### config.mk
export PLATFORM = sky130hd
export DESIGN_NAME = dma_chan
export DESIGN_NICKNAME = d
export VERILOG_FILES = /design/src/rtl/dma_chan.sv
export SDC_FILE = /design/constraint.sdc
export NUM_CORES = 1
export LEC_CHECK = 0
export BUFFER_PORTS_ARGS = -buffer_cell sky130_fd_sc_hd__buf_2
export CORE_MARGIN = 8
export CORE_UTILIZATION = 50
export CTS_BUF_LIST = sky130_fd_sc_hd__clkbuf_4 sky130_fd_sc_hd__clkbuf_8
export DETAILED_ROUTE_END_ITERATION = 12
export PLACE_DENSITY = 0.71
export SLEW_MARGIN = 25
export SYNTH_ARGS = -nofsm -noshare
export SYNTH_HDL_FRONTEND = slang
export SYNTH_SLANG_ARGS = --single-unit
export TNS_END_PERCENT = 10
### constraint.sdc
create_clock -name clk -period 3.9 [get_ports clk]
set_input_delay 0 -clock clk [delete_from_list [all_inputs] [get_ports clk]]
set_output_delay 0 -clock clk [all_outputs]
set_load 0.02 [all_outputs]
### src/rtl/dma_chan.sv
module dma_chan #(
  parameter int ADDR_W = 32
) (
  input  logic              clk,
  input  logic              rst_n,
  input  logic              reg_we,
  input  logic [2:0]        reg_addr,
  input  logic [31:0]       reg_wdata,
  output logic [31:0]       reg_rdata,
  output logic              m_req,
  output logic              m_we,
  output logic [ADDR_W-1:0] m_addr,
  output logic [2:0]        m_size,
  output logic [31:0]       m_wdata,
  input  logic [31:0]       m_rdata,
  input  logic              m_ack,
  input  logic              m_err,
  input  logic              dev_req,
  output logic              dev_ack,
  output logic              irq
);

  typedef enum logic [2:0] {S_IDLE, S_CHK, S_RD, S_WR, S_DACK} st_t;
  st_t st;

  logic act, run, go, m2d, inc_m, inc_d, hw_off;
  logic [2:0] usz, ien, ists, sts_set;
  logic [ADDR_W-1:0] lo, hi, daddr, mhold, remain, unit_w, mem_a;
  logic [31:0] buf_q, mask;
  logic wr_ctrl, kill, start, size_ok;

  assign wr_ctrl = reg_we && reg_addr == 3'd1;
  assign kill    = (wr_ctrl && reg_wdata[6]) || (reg_we && reg_addr == 3'd0 && !reg_wdata[0]);
  assign start   = act && ((run && !hw_off) || (go && hw_off));
  assign size_ok = usz == 3'd1 || usz == 3'd2 || usz == 3'd4;
  assign remain  = hi - lo;
  assign unit_w  = ADDR_W'(usz);
  assign mem_a   = inc_m ? lo : mhold;
  assign mask    = usz == 3'd1 ? 32'h0000_00FF : usz == 3'd2 ? 32'h0000_FFFF : 32'hFFFF_FFFF;

  assign m_req   = st == S_RD || st == S_WR;
  assign m_we    = st == S_WR;
  assign m_addr  = (m2d ^ m_we) ? mem_a : daddr;
  assign m_size  = usz;
  assign m_wdata = buf_q;
  assign dev_ack = st == S_DACK;
  assign irq     = |(ists & ien);

  always_comb begin
    sts_set = 3'b000;
    if (!kill) begin
      case (st)
        S_CHK: begin
          if (remain == '0) sts_set[0] = 1'b1;
          else if (!size_ok || remain < unit_w) sts_set[1] = 1'b1;
        end
        S_RD, S_WR: if (m_ack && m_err) sts_set[2] = 1'b1;
        default: ;
      endcase
    end
  end

  always_comb begin
    case (reg_addr)
      3'd0: reg_rdata = {31'b0, act};
      3'd1: reg_rdata = {9'b0, usz, 13'b0, 1'b0, hw_off, inc_d, inc_m, m2d, go, run};
      3'd2: reg_rdata = 32'(lo);
      3'd3: reg_rdata = 32'(hi);
      3'd4: reg_rdata = 32'(daddr);
      3'd5: reg_rdata = {29'b0, ien};
      3'd6: reg_rdata = {29'b0, ists};
      default: reg_rdata = 32'b0;
    endcase
  end

  always_ff @(posedge clk or negedge rst_n) begin
    if (!rst_n) begin
      st <= S_IDLE;
      act <= 1'b0; run <= 1'b0; go <= 1'b0; m2d <= 1'b0;
      inc_m <= 1'b0; inc_d <= 1'b0; hw_off <= 1'b0; usz <= 3'b0;
      lo <= '0; hi <= '0; daddr <= '0; mhold <= '0;
      ien <= 3'b0; ists <= 3'b0; buf_q <= 32'b0;
    end else begin
      if (reg_we) begin
        case (reg_addr)
          3'd0: act <= reg_wdata[0];
          3'd1: begin
            run <= reg_wdata[0]; go <= reg_wdata[1]; m2d <= reg_wdata[2];
            inc_m <= reg_wdata[3]; inc_d <= reg_wdata[4]; hw_off <= reg_wdata[5];
            usz <= reg_wdata[22:20];
          end
          3'd2: lo <= reg_wdata[ADDR_W-1:0];
          3'd3: hi <= reg_wdata[ADDR_W-1:0];
          3'd4: daddr <= reg_wdata[ADDR_W-1:0];
          3'd5: ien <= reg_wdata[2:0];
          default: ;
        endcase
      end
      ists <= (ists & ~((reg_we && reg_addr == 3'd6) ? reg_wdata[2:0] : 3'b0)) | sts_set;

      if (kill && st != S_IDLE) begin
        st <= S_IDLE; run <= 1'b0; go <= 1'b0;
      end else begin
        case (st)
          S_IDLE: if (start) begin
            mhold <= lo;
            st <= S_CHK;
          end
          S_CHK: begin
            if (sts_set != 3'b000) begin
              st <= S_IDLE; run <= 1'b0; go <= 1'b0;
            end else if (hw_off || dev_req) st <= S_RD;
          end
          S_RD: if (m_ack) begin
            if (m_err) begin
              st <= S_IDLE; run <= 1'b0; go <= 1'b0;
            end else begin
              buf_q <= m_rdata & mask;
              st <= S_WR;
            end
          end
          S_WR: if (m_ack) begin
            if (m_err) begin
              st <= S_IDLE; run <= 1'b0; go <= 1'b0;
            end else begin
              lo <= lo + unit_w;
              if (inc_d) daddr <= daddr + unit_w;
              st <= hw_off ? S_CHK : S_DACK;
            end
          end
          S_DACK: st <= S_CHK;
          default: st <= S_IDLE;
        endcase
      end
    end
  end

  // a request is held until acknowledged unless the channel is stopped
  a_r2_req_hold: assert property (@(posedge clk) disable iff (!rst_n)
    (m_req && !m_ack && !kill) |=> m_req);

  // the low bound advances by one unit when a unit completes
  a_r2_advance: assert property (@(posedge clk) disable iff (!rst_n)
    (st == S_WR && m_ack && !m_err && !kill) |=> (lo == $past(lo + unit_w)));

  // a bus error drops the request and records the error
  a_r11_bus_err: assert property (@(posedge clk) disable iff (!rst_n)
    (m_req && m_ack && m_err && !kill) |=> (!m_req && ists[2]));

  // done only ever rises when the window is empty
  a_r12_done_empty: assert property (@(posedge clk) disable iff (!rst_n)
    $rose(ists[0]) |-> $past(lo == hi));

  // an empty window never reaches the bus
  a_r12_no_bus: assert property (@(posedge clk) disable iff (!rst_n)
    (st == S_CHK && lo == hi) |=> !m_req);

  // the device acknowledge is a single-cycle pulse
  a_r6_ack_pulse: assert property (@(posedge clk) disable iff (!rst_n)
    dev_ack |=> !dev_ack);

endmodule

; After elaboration in Yosys (flattened, before gate mapping)
; Cells that the tools add are included.
[op_classes]
add_sub_neg = 3
mul = 0
n_div = 0
magnitude_cmp = 1
eq_ne = 17
shift = 0
mux = 50
bitwise_logic = 8
n_reduce_logical = 34
[op_table]
columns = cell, count
row1 = two-way mux 32 bit, 17
row2 = one-hot mux 32 bit (7 select lines), 1
row3 = adder 32 x 3 -> 32 bit, 2
row4 = bitwise AND 32 bit, 1
row5 = zero test 32 bit, 1
row6 = less-than comparator 32 x 3 -> 1 bit, 1
row7 = subtractor 32 bit, 1
row8 = two-way mux 3 bit, 10
row9 = two-way mux 1 bit, 17
row10 = "equality test 3 x 2 -> 1 bit, second input constant", 5
row11 = "equality test 3 bit, second input constant", 5
row12 = one-hot mux 3 bit (5 select lines), 1
row13 = logical AND 1 bit, 10
row14 = "equality test 3 x 1 -> 1 bit, second input constant", 3
row15 = AND reduction 2 bit, 4
row16 = AND reduction 4 bit, 2
row17 = logical OR 1 bit, 7
row18 = bitwise AND 3 bit, 2
row19 = zero test 3 bit, 2
row20 = nonzero test 3 bit, 2
row21 = two-way mux 2 bit, 2
row22 = "inequality test 4 bit, second input constant", 1
row23 = one-hot mux 1 bit (2 select lines), 2
row24 = zero test 1 bit, 3
row25 = other kinds (10), 11
[word_totals]
ff_bits = 179
latch_bits = 0
ram_bits = 0
mem_bits_ro = 0
input_bits = 73
output_inout_bits = 103
wordCells = 129
n_memories = 0

; Longest topological paths before layout
; Gate-level depths: netlist of run 1.
[logic_depth]
ltp_word = 13
ltp_mapped = 14
depth_no_buf = 13

; Worst setup path before layout of run 1
; OpenSTA, ideal clock, no wires.
[synth_timing]
path_kind = register to register
start = register lo[14]
end = register st[0]
setup_time_ns = 0.125
t_arrival_ns = 3.209
required_ns = 3.775
setup_slack_ns = 0.566
path_stages_with_launch = 14
path_buffers = 1
period_less_slack_ns = 3.334
cell_sequence = dfrtp_1 > inv_1 > ha_1 > clkbuf_1 > a211oi_1 > o211ai_1 > a21oi_1 > o21ai_1 > o21ai_2 > mux2_4 > or4_4 > nor4_2 > o21ai_1 > mux2_4
[synth_via]
elab_chain_cells = 11
elab_cells_between_ends = 15
cone_classes = add/sub (1) / order compare (1) / eq/ne (1) / mux (8) / reduce/logical (4)
[synth_rtl]
columns = element, line_no
row1 = from (decl), 28  ; logic [ADDR_W-1:0] lo, hi, daddr, mhold, remain, unit_w, mem_a;
row2 = from (signal assigned), 92  ; 3'd2: lo <= reg_wdata[ADDR_W-1:0];
row3 = from (signal assigned), 126  ; lo <= lo + unit_w;
row4 = subtractor 32 bit *, 36  ; assign remain = hi - lo;
row5 = less-than comparator 32 x 3 -> 1 bit, 55  ; else if (!size_ok || remain < unit_w) sts_set[1] = 1'b1;
row6 = logical OR 1 bit, 55
row7 = two-way mux 1 bit, 55
row8 = two-way mux 1 bit, 54  ; if (remain == '0) sts_set[0] = 1'b1;
row9 = two-way mux 2 bit *, 52  ; case (st)
row10 = two-way mux 3 bit *, 51  ; if (!kill) begin
row11 = nonzero test 3 bit *, 110  ; if (sts_set != 3'b000) begin
row12 = two-way mux 3 bit, 110
row13 = one-hot mux 3 bit (5 select lines), 104  ; case (st)
row14 = two-way mux 3 bit, 101  ; if (kill && st != S_IDLE) begin
row15 = to (signal assigned), 128  ; st <= hw_off ? S_CHK : S_DACK;
row16 = to (decl), 24  ; st_t st;
; Mark *: on every way between the ends. The rest lies on a longest branch, timed or not.
; A chain may end at the register's enable or synchronous reset.

; Final worst setup path of run 1
[layout_timing]
start = register lo[0]
end = register st[0]
; Same word-level chain as after synthesis.

==> impl_metrics.tcl, run 1 <==
set metrics [dict create \
    synth_cell_types 82 \
    nFillCells 2115 \
    grtUsageTotal_pct 29.1 \
    crit_required_ps 4270 \
    grt_pass1_vias 12025 \
    netlist_area_sq_mm 0.0122 \
    cts_buffers 17 \
    ant_nets 0 \
    highest_layer "met5" \
    slew_viol_final 0 \
    first_pass_iters 5 \
    path_class "flip-flop to flip-flop" \
    period_share_pct 97.1 \
    wl_um 42900 \
    num_vias 12320 \
    finalPower_mw 9.78 \
    wl_per_cell_um 21.2 \
    die_y_um 172 \
    cellPowerDensity_mw_per_mm2 665 \
    path_max_fanout 7 \
    fp.dieArea_sq_mm 0.0297 \
    drive_above_1_share_pct 20.4 \
    hold_depth 3 \
    io_buffers 175 \
    timing.hold.ws_ps 25.2 \
    ff_latch_area_sq_mm 0.00448 \
    clk_pin_slew_worst_paths_ps 120 \
    wl_met1_um 18400 \
    timing.final.ws_setup_ps 115 \
    crit_arrival_ps 4160 \
    area_delta_synth_final_pct 20.5 \
    dpl_worst_slack_ps 153 \
    htreeDepth 4 \
    drt_iter0_drc 1126 \
    clock-skew-final_ps 18.6 \
    synthTopCellsByArea "dfrtp_1 37%, nand2_1 7.2%, o21ai_0 6.9%, mux2i_1 5.8%, mux2_2 4.8%" \
    detail_route.vias_per_cell 6.09 \
    synthesis.nets 1577 \
    drc 0 \
    dominantRegCellSynth "dfrtp_1" \
    multi_input_area_sq_mm 0.00720 \
    synth.most_common_cell "nand2_1" \
    critPathMostFrequentCell "o21ai_1" \
    synth-edff-count 0 \
    cts_root_buffer "clkbuf_8" \
    seq_area_frac_synth_pct 36.7 \
    met3_length_um 3940 \
    synth_top_area_cell "dfrtp_1" \
    syn_inst 1462 \
    crit_path_cell_trace "ha_1, fa_1, nor2b_2, o2111a_1, o311a_1, o21ai_1, a21o_1, a221oi_1, nand4_1, nor4_2, o21ai_1, mux2_4" \
    path_buf_inv 0 \
    hold_viol_final 0 \
    yosys_warnings 0 \
    hold_class "input pin to flip-flop" \
    ios 176 \
    grt_pass1_wl_um 66400 \
    gp_congestion 0.948 \
    cts_tree "yes" \
    post_dp_cell_area_sq_mm 0.0136 \
    initial_core_util_pct 50.5 \
    crit_start "lo[0]" \
    synth_common_cells "233 x nand2_1, 179 x dfrtp_1, 168 x o21ai_0" \
    post-route-min-period_ps 3790 \
    setup_tns_ps 0 \
    grt_max_degree 81 \
    cp-endpoint "st[0]" \
    rows 57 \
    cp.depth 12 \
    r2r_end "st[0]" \
    vdd_drop_max_mv 0.432 \
    dp_hpwl_um 31500 \
    maxSlewHeadroom_pct 24.2 \
    critPathMaxStageDelay_ps 450 \
    async_flop_share_pct 100 \
    slowest_stage "dfrtp_1" \
    die_x_um 172 \
    r2r_cells 12 \
    leakage_nw 6.78 \
    yosys.area.top_type_share_pct 36.7 \
    syn-mean-instance-area_sq_um 8.35 \
    r2r_setup_slack_ps 110 \
    maxCapViolCount 0 \
    post-route-util_pct 60.8 \
    grt_antenna_before_repair 3 \
    end_kind "flip-flop" \
    clkSinkCount 179 \
    cts.path.max_buffers 2 \
    setup_viol 0 \
    stdcell_area_sq_mm 0.0147 \
    overflow 0 \
    nNetsFinal 1799 \
    status "completed" \
    core_area_sq_mm 0.0242 \
    clock.fmax_mhz 264 \
    placedCellCount 1921 \
    final_cells 2024 \
    r2r_start "lo[0]" \
    wl_met2_um 19600 \
    synth-seq-cells 179 \
    clock_latency_ps 490 \
    tightest_slew_ps 1140 \
    rsz0062_at_grt "no" \
    critPathLaunchType "flip-flop" \
    crit_family "compound AO/OA/AOI/OAI gates" \
]
-- worst min path at each step --
stage | end | start
2_1_floorplan | act | rst_n
3_5_place_dp | daddr[7] | rst_n
5_1_grt | ien[0] | reg_we
6_report | ien[2] | reg_we
4_1_cts | ien[2] | reg_addr[0]
3_3_place_gp | daddr[7] | rst_n
-- cell families (layout without fill, tap and decap cells) --
kind of cell             after synthesis  count (layout)  synth area share [%]
buffers and inverters                148             383                  4.80
XOR/XNOR                              19              19                  1.36
multiplexers                         126             126                  11.1
AND/OR/NAND/NOR                      532             532                  20.0
other                                  0               3                     0
flip-flops                           179             179                  36.7
AO/OA/AOI/OAI                        416             416                  21.6
adder cells (fa/ha/maj)               42              42                  4.49
-- layout make-up --
| cell class | instances | share of cell area [%] |
|---|---|---|
| antenna | 3 | 0.0510 |
| clock buffer | 17 | 1.59 |
| clock inverter | 15 | 1.34 |
| inverter | 58 | 1.48 |
| multi-input combinational | 1135 | 49.0 |
| sequential | 179 | 30.5 |
| tap | 324 | 2.76 |
| timing repair buffer | 293 | 13.3 |
-- worst register-to-register path: stages, from the launching register on --
cell and delay [ps]:
dfrtp_1 450, ha_1 250, fa_1 430, nor2b_2 240, o2111a_1 350, o311a_1 270, o21ai_1 120, a21o_1 210
a221oi_1 270, nand4_1 220, nor4_2 450, o21ai_1 130, mux2_4 260
-- sequential cells by signal, summed over array words and instances, names as in the netlist --
register and count:
hi 32, run 1, ists 3, m_size 3, act 1, hw_off 1
go 1, lo 32, inc_m 1, st 3, mhold 32, m2d 1
m_wdata 32, daddr 32, inc_d 1, ien 3
-- what timing repair did --
item | CTS | global route
buffers inserted | 0 | 0
hold buffers | 68 | 0
hold endpoints to repair | 224 | 0
setup endpoints to repair | 0 | 5
gates resized for setup | 0 | 6
-- power by group --
| part | leakage [nW] | internal (mW) | total [mW] | switching [mW] |
|---|---|---|---|---|
| Combinational | 4.39 | 2.05 | 5.41 | 3.35 |
| Sequential | 2.18 | 2.44 | 3.01 | 0.570 |
| Clock | 0.210 | 0.505 | 1.36 | 0.858 |
-- placed cells by master, fill, tap and decap left out, types with 5 or more instances in the layout --
master / count
buf_4: 48
o211ai_1: 9
inv_1: 58
nor3_1: 32
ha_1: 38
nor2b_1: 17
o21a_1: 5
clkbuf_8: 17
nand3_1: 26
o21bai_1: 5
a31oi_1: 12
dlygate4sd3_1: 68
buf_2: 174
mux2_2: 52
clkinv_8: 6
xnor2_1: 11
nand4_1: 20
o22ai_1: 8
xor2_1: 7
a211oi_1: 33
and2_1: 7
a22oi_1: 8
nand2b_1: 13
nor2_1: 120
and3_1: 20
a21oi_1: 69
dfrtp_1: 178
nand2_1: 232
a311oi_1: 23
mux2i_1: 71
o21ai_0: 168
nor4_1: 7
a21o_1: 16
-- routing by layer --
metal	vias up	track usage (%)
met5	-	0
met4	2	9.63
met3	86	6.71
met2	572	45.8
met1	5951	39.0
li1	5709	-
(Power assumes the default switching activity.)
==> run 2, diff against run 1 <==
Clock period 3.9 ns to 4.9 ns, I/O delays scaled along.
==> run 2 against run 1 <==
  * Setup slack better by 360 ps
  * Hold slack gained 0.60 ps
  * Final cell count is 1.5% lower
  * Combinational power fell by 23%
  * Largest power group unchanged
  * Sequential cell count unchanged
  * Critical endpoint is now st[1]
  * Sequential power shrank 20%
  * Critical path type unchanged
  * Power shrank 21%
==> impl_metrics.tcl, run 2 (same netlist as run 1, synthesis figures left out) <==
set metrics [dict create \
    status "completed" \
    die_x_um 172 \
    p_sw_share_pct 49.4 \
    clkSinkCount 179 \
    comb_power_share_pct 54.4 \
    ff_latch_area_sq_mm 0.00448 \
    leakage_nw 6.65 \
    dp_hpwl_um 30600 \
    num_vias 12215 \
    wl_um 42900 \
    ios 176 \
    clock.fmax_mhz 226 \
    diodes 0 \
    drc 0 \
    first_pass_iters 6 \
    area_delta_synth_final_pct 18.6 \
    switchingPower_mw 3.79 \
    rsz0062_at_grt "no" \
    clock-skew-final_ps 25.5 \
    tightest_slew_ps 1090 \
    vdd_drop_max_mv 0.280 \
    cellPowerDensity_mw_per_mm2 531 \
    clk_pin_slew_worst_paths_ps 120 \
    grtUsageTotal_pct 29.0 \
    fp.dieArea_sq_mm 0.0297 \
    hold_viol_final 0 \
    cts.path.max_buffers 2 \
    detail_route.vias_per_cell 6.13 \
    drt_iter0_drc 1241 \
    nFillCells 2106 \
    end_kind "flip-flop" \
    io_buffers 175 \
    wl_per_cell_um 21.5 \
    path_max_fanout 7 \
    maxCapViolCount 0 \
    hold_class "input pin to asynchronous set/reset pin" \
    period_share_pct 90.3 \
    internal-power_mw 3.89 \
    gp_congestion 0.938 \
    cts_tree "yes" \
    nNetsFinal 1772 \
    path_class "flip-flop to flip-flop" \
    maxSlewHeadroom_pct 26.9 \
    die_y_um 172 \
    cts_resized 0 \
    grt_max_degree 117 \
    p_seq_share_pct 31.5 \
    grt_pass1_wl_um 66500 \
    slew_viol_final 0 \
    rows 57 \
    cts_buffers 17 \
    setup_viol 0 \
    timing.final.ws_setup_ps 474 \
    layout_commonest_cell "nand2_1" \
    ant_nets 0 \
    grt_antenna_before_repair 2 \
    setup_tns_ps 0 \
    core_area_sq_mm 0.0242 \
    r2r_cells 13 \
    post-route-min-period_ps 4430 \
    multi_input_area_sq_mm 0.00720 \
    overflow 0 \
    critPathLaunchType "flip-flop" \
    pwr-share-clk_pct 14.1 \
    timing.hold.ws_ps 25.8 \
    cts_root_buffer "clkbuf_8" \
    final_cell_mix "232 x nand2_1, 178 x dfrtp_1, 174 x buf_2, 168 x o21ai_0, 120 x nor2_1" \
    initial_core_util_pct 50.5 \
    dpl_worst_slack_ps 1080 \
    grt_pass1_vias 11898 \
    crit_arrival_ps 4820 \
    drive_above_1_share_pct 18.8 \
    crit_required_ps 5300 \
    htreeDepth 4 \
    post_cts_buffers 0 \
    clock_latency_ps 500 \
]
-- run 2: critical path, cell delays in order (launching register included) --
cell and delay (ps):
dfrtp_1 470, ha_1 250, fa_1 410, nor2b_1 340, o2111a_1 390, o311a_1 290, o21ai_1 130, a21o_1 220
a221oi_1 270, nand4_1 220, nor4_2 440, nand2b_1 210, o221ai_1 120, dlygate4sd3_1 560
-- run 2: power groups by stage --
stage / clock [mW] / sequential [mW] / combinational (mW)
after floorplan: 0 / 2.40 / 2.84
after global placement: 0 / 2.41 / 4.01
after detailed placement: 0 / 2.43 / 4.05
after CTS: 1.09 / 2.40 / 4.13
after global routing: 1.16 / 2.49 / 4.58
final: 1.08 / 2.42 / 4.18
-- run 2: timing repair --
item	in CTS	in global routing
hold buffers	69	0
endpoints found under the hold margin	208	0
endpoints found under the setup margin	0	0
-- run 2: through the flow --
stage	std cells	total power [mW]	area (sq um)	utilization [%]
3_5_place_dp	1893	6.48	13400	55.2
4_1_cts	1994	7.62	14500	59.9
3_3_place_gp	1893	6.42	13300	55.2
2_1_floorplan	1462	5.24	12200	-
6_report	1994	7.68	14500	59.9
5_1_grt	1994	8.23	14500	59.9
-- run 2: routing by layer --
metal | vias up | global-route usage, % | wire [um]
li1 | 5650 | - | -
met2 | 548 | 45.0 | 19400
met3 | 100 | 6.48 | 3590
met5 | - | 0 | 24
met1 | 5913 | 38.9 | 18400
met4 | 4 | 11.2 | 1460
-- run 2: path summary, 6_finish.rpt --
kind | start | end | slack, ps
setup reg to reg | lo[0] | st[1] | 470
max in group asynchronous | rst_n | lo[22] | 3770
min in group clk | reg_we | ien[1] | 30
hold reg to reg | m_wdata[29] | m_wdata[29] | 490
setup / recovery | lo[0] | st[1] | 470
hold / removal | rst_n | daddr[7] | 30
-- run 2: final cells by class --
cell class / instances / share of cell area, %
inverter: 58 / 1.50
tap: 324 / 2.80
multi-input combinational: 1135 / 49.7
clock buffer: 17 / 1.62
sequential: 179 / 30.9
timing repair buffer: 266 / 12.1
clock inverter: 15 / 1.32
